### src/rtl/sm_mult_pkg.sv
package sm_mult_pkg;
  typedef struct packed {
    logic load;  // capture operands, clear accumulator
    logic step;  // perform one add-and-shift step
    logic last;  // current step is the final one
  } mulCtl_t;
endpackage

### src/rtl/sm_mult_ctrl.sv
module sm_mult_ctrl
  import sm_mult_pkg::*;
#(
  parameter int STEPS = 39
) (
  input  logic    clk,
  input  logic    rst_n,
  input  logic    start,
  output mulCtl_t ctl,
  output logic    busy,
  output logic    done
);
  localparam int CNT_W = $clog2(STEPS + 1);

  typedef enum logic {S_IDLE, S_RUN} mulState_e;

  mulState_e  state;
  logic [CNT_W-1:0] stepCnt;
  logic       lastStep;

  assign lastStep = (state == S_RUN) && (stepCnt == CNT_W'(STEPS - 1));

  always_comb begin
    ctl.load = start && (state == S_IDLE);
    ctl.step = (state == S_RUN);
    ctl.last = lastStep;
  end

  always_ff @(posedge clk) begin
    if (!rst_n) begin
      state   <= S_IDLE;
      stepCnt <= '0;
      done    <= 1'b0;
    end else begin
      done <= 1'b0;
      case (state)
        S_IDLE: begin
          if (start) begin
            state   <= S_RUN;
            stepCnt <= '0;
          end
        end
        S_RUN: begin
          if (lastStep) begin
            state <= S_IDLE;
            done  <= 1'b1;
          end else begin
            stepCnt <= stepCnt + 1'b1;
          end
        end
        default: state <= S_IDLE;
      endcase
    end
  end

  assign busy = (state == S_RUN);

  // an accepted start raises busy on the next cycle with a fresh count
  a_r2_busy_after_start: assert property (@(posedge clk) disable iff (!rst_n)
    ctl.load |=> (busy && stepCnt == '0));

  // the final step ends the busy window
  a_r2_idle_after_last: assert property (@(posedge clk) disable iff (!rst_n)
    ctl.last |=> !busy);

  // falling busy is accompanied by done
  a_r3_done_on_fall: assert property (@(posedge clk) disable iff (!rst_n)
    $fell(busy) |-> done);

  // done lasts one cycle only
  a_r3_done_single: assert property (@(posedge clk) disable iff (!rst_n)
    done |=> !done);

  // a start during busy does not restart the count
  a_r8_no_restart: assert property (@(posedge clk) disable iff (!rst_n)
    (busy && !ctl.last) |=> (busy && stepCnt == $past(stepCnt) + 1'b1));
endmodule

### src/rtl/sm_mult_dpath.sv
module sm_mult_dpath
  import sm_mult_pkg::*;
#(
  parameter int WORD_W = 40
) (
  input  logic              clk,
  input  logic              rst_n,
  input  mulCtl_t           ctl,
  input  logic [WORD_W-1:0] opA,
  input  logic [WORD_W-1:0] opB,
  output logic [WORD_W-1:0] accOut,
  output logic [WORD_W-1:0] mqOut
);
  localparam int MAG_W = WORD_W - 1;
  localparam int SGN   = WORD_W - 1;

  logic [WORD_W-1:0] acReg;
  logic [WORD_W-1:0] mqReg;
  logic [MAG_W-1:0]  mcandReg;
  logic              signReg;
  logic [WORD_W-1:0] sumVal;
  logic              loadSign;

  // The accumulator stays below 2^MAG_W between steps, so the sum fits WORD_W bits.
  always_comb begin
    sumVal = acReg + (mqReg[0] ? {1'b0, mcandReg} : '0);
  end

  // Result sign: XOR of operand signs, forced positive for a zero magnitude.
  assign loadSign = (opA[SGN] ^ opB[SGN]) & (|opA[MAG_W-1:0]) & (|opB[MAG_W-1:0]);

  always_ff @(posedge clk) begin
    if (!rst_n) begin
      acReg    <= '0;
      mqReg    <= '0;
      mcandReg <= '0;
      signReg  <= 1'b0;
    end else if (ctl.load) begin
      acReg    <= '0;
      mqReg    <= {1'b0, opB[MAG_W-1:0]};
      mcandReg <= opA[MAG_W-1:0];
      signReg  <= loadSign;
    end else if (ctl.step) begin
      // Shift the (sum, MQ magnitude) pair right; MQ top bit stays out of the chain.
      acReg <= {(ctl.last ? signReg : 1'b0), sumVal[WORD_W-1:1]};
      mqReg <= {1'b0, sumVal[0], mqReg[MAG_W-1:1]};
    end
  end

  assign accOut = acReg;
  assign mqOut  = mqReg;

  // results are held while no load or step is in progress
  a_r9_hold_result: assert property (@(posedge clk) disable iff (!rst_n)
    (!ctl.load && !ctl.step) |=> ($stable(acReg) && $stable(mqReg)));

  // the MQ top bit is clear once the product is complete
  a_r7_mq_top_clear: assert property (@(posedge clk) disable iff (!rst_n)
    ctl.last |=> (mqReg[SGN] == 1'b0));

  // no negative zero at completion
  a_r6_no_neg_zero: assert property (@(posedge clk) disable iff (!rst_n)
    ctl.last |=> !(acReg[SGN] && acReg[MAG_W-1:0] == '0 && mqReg[MAG_W-1:0] == '0));

  // the accumulator does not carry into its top bit during the run
  a_r4_acc_no_overflow: assert property (@(posedge clk) disable iff (!rst_n)
    (ctl.step && !ctl.last) |=> (acReg[SGN] == 1'b0));
endmodule

### src/rtl/sm_seq_mult.sv
module sm_seq_mult
  import sm_mult_pkg::*;
#(
  parameter int WORD_W = 40
) (
  input  logic              clk,
  input  logic              rst_n,
  input  logic              start,
  input  logic [WORD_W-1:0] opA,
  input  logic [WORD_W-1:0] opB,
  output logic              busy,
  output logic              done,
  output logic [WORD_W-1:0] accOut,
  output logic [WORD_W-1:0] mqOut
);
  localparam int STEPS = WORD_W - 1;

  mulCtl_t ctl;

  sm_mult_ctrl #(.STEPS(STEPS)) u_ctrl (
    .clk   (clk),
    .rst_n (rst_n),
    .start (start),
    .ctl   (ctl),
    .busy  (busy),
    .done  (done)
  );

  sm_mult_dpath #(.WORD_W(WORD_W)) u_dpath (
    .clk    (clk),
    .rst_n  (rst_n),
    .ctl    (ctl),
    .opA    (opA),
    .opB    (opB),
    .accOut (accOut),
    .mqOut  (mqOut)
  );
endmodule

### config.mk
export PLATFORM = sky130hd
export DESIGN_NAME = sm_seq_mult
export DESIGN_NICKNAME = d
export VERILOG_FILES = /design/src/rtl/sm_mult_pkg.sv /design/src/rtl/sm_mult_ctrl.sv /design/src/rtl/sm_mult_dpath.sv /design/src/rtl/sm_seq_mult.sv
export SDC_FILE = /design/constraint.sdc
export NUM_CORES = 1
export LEC_CHECK = 0
export CELL_PAD_IN_SITES_DETAIL_PLACEMENT = 1
export CELL_PAD_IN_SITES_GLOBAL_PLACEMENT = 2
export CORE_MARGIN = 1
export CORE_UTILIZATION = 36
export CTS_CLUSTER_SIZE = 16
export DETAILED_ROUTE_END_ITERATION = 8
export DONT_BUFFER_PORTS = 1
export GPL_TIMING_DRIVEN = 0
export MAX_ROUTING_LAYER = met4
export PLACE_DENSITY = 0.85
export SLEW_MARGIN = 20
export SYNTH_ARGS = -nofsm -noshare
export SYNTH_HDL_FRONTEND = slang
export SYNTH_SLANG_ARGS = --single-unit
export TNS_END_PERCENT = 20
### constraint.sdc
create_clock -name clk -period 3.7 [get_ports clk]
set_input_delay 0.555 -clock clk [delete_from_list [all_inputs] [get_ports clk]]
set_output_delay 0.555 -clock clk [all_outputs]
set_load 0.1 [all_outputs]
==> results.py <==
metrics = {
    "outcome": {
        "status": "finished, final reports clean",
    },
    "grt": {
        "busiest_layer": "met2",
        "grt_pass1_vias": 7422,
        "grt_util_met1_pct": 30.34,
        "gr-total-overflow": 0,
        "grt.met2_usage_pct": 40.73,
        "grt_pass1_wl_um": 41160,
        "grt_max_degree": 17,
        "antenna_found_initial": 1,
        "grtUsageTotal_pct": 25.33,
        "use_met3_pct": 6.988,
    },
    "placed_design": {
        "dp.cells": 1270,
        "numPortBuffers": 0,
        "place_hpwl_um": 20180,
        "routabilityCongestion": 0.8922,
    },
    "synth": {
        "netlist-cell-type-count": 56,
        "synth_ff_type": "dfxtp_1",
        "yosys-top-cells-count": "148 x a21oi_1, 131 x nand2_1, 127 x dfxtp_1",
        "synth.avg_cell_area_um2": 7.572,
        "synth.top_cells.by_area": "dfxtp_1 34%, a21oi_1 9.8%, mux2i_1 6.9%",
        "netlist_area_um2": 7572,
        "synth.largest_area_cell": "dfxtp_1",
        "yosysMostFrequentCell": "a21oi_1",
        "syn_inst": 1000,
        "synth_warnings": 0,
        "synth-seq-cells": 127,
        "synth.yosys.seq_area_share_pct": 33.58,
        "synth_edf_count": 0,
        "yosys.area.top_type_share_pct": 33.58,
        "syn_nets": 1125,
        "synthArstFlopShare_pct": 0,
    },
    "clock_network": {
        "numClockSinks": 127,
        "root_buffer": "clkbuf_16",
        "cts_tree": "built",
        "clkSlewWorstSetupHoldPaths_ns": 0.06,
        "cts_buffer_depth": 2,
        "cts-buffers-inserted": 17,
        "cts_setup_buffers": 0,
        "clock_latency_ns": 0.43,
        "htree_levels": 4,
    },
    "die": {
        "pin_count": 165,
        "initial_core_util_pct": 37.07,
        "chipHeight_um": 147.0,
        "rows": 52,
        "die_w_um": 147.0,
        "core_um2": 20430,
        "die_area_um2": 21620,
    },
    "sta": {
        "finalClockSkew_ns": 0.01666,
        "slew_violations": 0,
        "hold_viol": 0,
        "finalCriticalPeriod_ns": 3.521,
        "setup_viol": 0,
        "rsz0062_at_grt": "false",
        "slew_headroom_pct": 25.28,
        "fmax_ghz": 0.2840,
        "tightestPinTransition_ns": 1.119,
        "fin_crit_sh_pct": 95.15,
    },
    "power_and_ir_drop": {
        "ir_drop_uv": 267.4,
        "p_leak_nw": 3.394,
        "p_per_area_nw_per_um2": 439.4,
    },
    "detailed_routing": {
        "wl_per_cell_um": 20.08,
        "post_drt_via_cell_ratio": 5.584,
        "drt_wl_total_um": 26140,
        "drc": 0,
        "drtPass1Iterations": 4,
        "vias": 7270,
        "antenna_left": 0,
        "initialDrtViolationCount": 289,
    },
    "job": {
        "cap_violations": 0,
    },
    "critical_path": {
        "worstPathRequired_ns": 4.04,
        "cp_max_fo": 6,
        "crit_arrival_ns": 3.86,
        "crit_type": "flop to flop",
        "critPathMaxStageDelay_ns": 1.00,
        "crit_slowest_cell": "dfxtp_1",
        "path_cells": "ha_1 -> fa_1 -> a21o_1 -> a221o_2 -> nand2_1 -> a211oi_2 -> o21ai_0 -> and3_1 -> o31ai_1",
        "critPathCaptureType": "flop",
        "cp-start-kind": "flop",
    },
    "worst_hold_path": {
        "hold_path.class": "input port to flop",
    },
    "cells_and_area": {
        "finalNetCount": 1144,
        "fillers": 2548,
        "final_cells": 1302,
        "syn_to_final_growth_pct": 12.61,
        "regArea_um2": 2547,
        "multi_input_area_um2": 4730,
        "drive_above_1_share_pct": 4.656,
        "final_util_pct": 41.74,
    },
}
-- worst max-delay path: cells and delay by family (launching register included) --
| family | cells | cell delay [ns] |
|---|---|---|
| AO/OA/AOI/OAI | 5 | 1.41 |
| adder cells (fa/ha/maj) | 2 | 0.60 |
| flip-flops | 1 | 1.00 |
| AND/OR/NAND/NOR | 2 | 0.41 |
-- layer usage --
metal / vias up / wire length, µm
met3: 30 / 1592
met2: 185 / 12320
met4: 0 / 564
li1: 3567 / -
met5: - / 0
met1: 3488 / 11660
-- worst paths after layout --
path	start	to	slack, ns	cells after the start
min	opA[26]	u_dpath.mcandReg[26]	0.26	2
max reg2reg	u_dpath.accOut[0]	u_dpath.accOut[31]	0.18	9
max	u_dpath.accOut[0]	u_dpath.accOut[31]	0.18	9
min reg2reg	u_dpath.mcandReg[18]	u_dpath.mcandReg[18]	0.45	2
-- cells in the final DEF, fill, tap and decap left out, drive strengths merged, types with 15 or more instances in the layout --
master,netlist,routed
a21oi,150,150
and2,42,42
clkbuf,49,70
dfxtp,127,127
ha,41,41
inv,19,19
mux2i,52,52
nand2,131,131
nand3,19,19
nand4,20,20
nor2,122,122
nor3,19,19
nor4,22,22
o21ai,50,50
xnor2,15,15
-- per-stage QoR --
stage	cell area (µm²)	TNS, ns	power [mW]	hold WS, ns	worst slack [ns]
floorplan	7572	0	1.925	0.4317	0.3163
global placement	7910	-7.416	2.016	0.4394	-0.5585
detailed placement	7911	-0.3433	2.023	0.4436	-0.1773
CTS	8516	0	3.776	0.2467	0.1014
global route	8527	0	3.875	0.2574	0.04392
finish	8527	0	3.747	0.2599	0.1794
-- registers in the layout, summed over array words and instances (netlist names) --
| signal | count |
|---|---|
| u_dpath.accOut | 40 |
| u_dpath.mcandReg | 39 |
| u_dpath.mqOut | 39 |
| u_ctrl.stepCnt | 6 |
| u_ctrl.busy | 1 |
| u_ctrl.done | 1 |
| u_dpath.signReg | 1 |
-- layout make-up --
cell class | count | share of cell area (%)
multi-input cells | 793 | 55.47
plain buffers | 61 | 2.817
inverters | 19 | 0.8364
flip-flops and latches | 127 | 29.88
well taps | 270 | 3.962
diodes | 1 | 0.02935
clock inverters | 10 | 1.614
clock buffers | 21 | 5.400
-- where the power goes --
part | leakage (nW) | internal [mW] | switching (mW)
Combinational | 2.07 | 0.100 | 0.199
Sequential | 1.04 | 1.42 | 0.268
Clock | 0.289 | 1.09 | 0.666
Total | 3.39 | 2.61 | 1.13
-- cells by family (layout without fill, tap and decap cells) --
kind of cell,after synthesis,count (layout),synth area share (%)
and+or+nand+nor,400,400,24.19
AOI/OAI and AO/OA,269,269,20.79
DFF,127,127,33.58
buffers and inverters,80,111,4.098
muxes,53,53,7.022
adders and majority gates,42,42,7.039
xor gates and xnor gates,28,28,3.239
other,1,2,0.04952
-- what timing repair did --
item                                    in CTS  in global routing
endpoints found under the setup margin       8                 10
hold buffers                                 0                  0
resized for setup                            2                  4
Power figures use the tool's default switching activity.
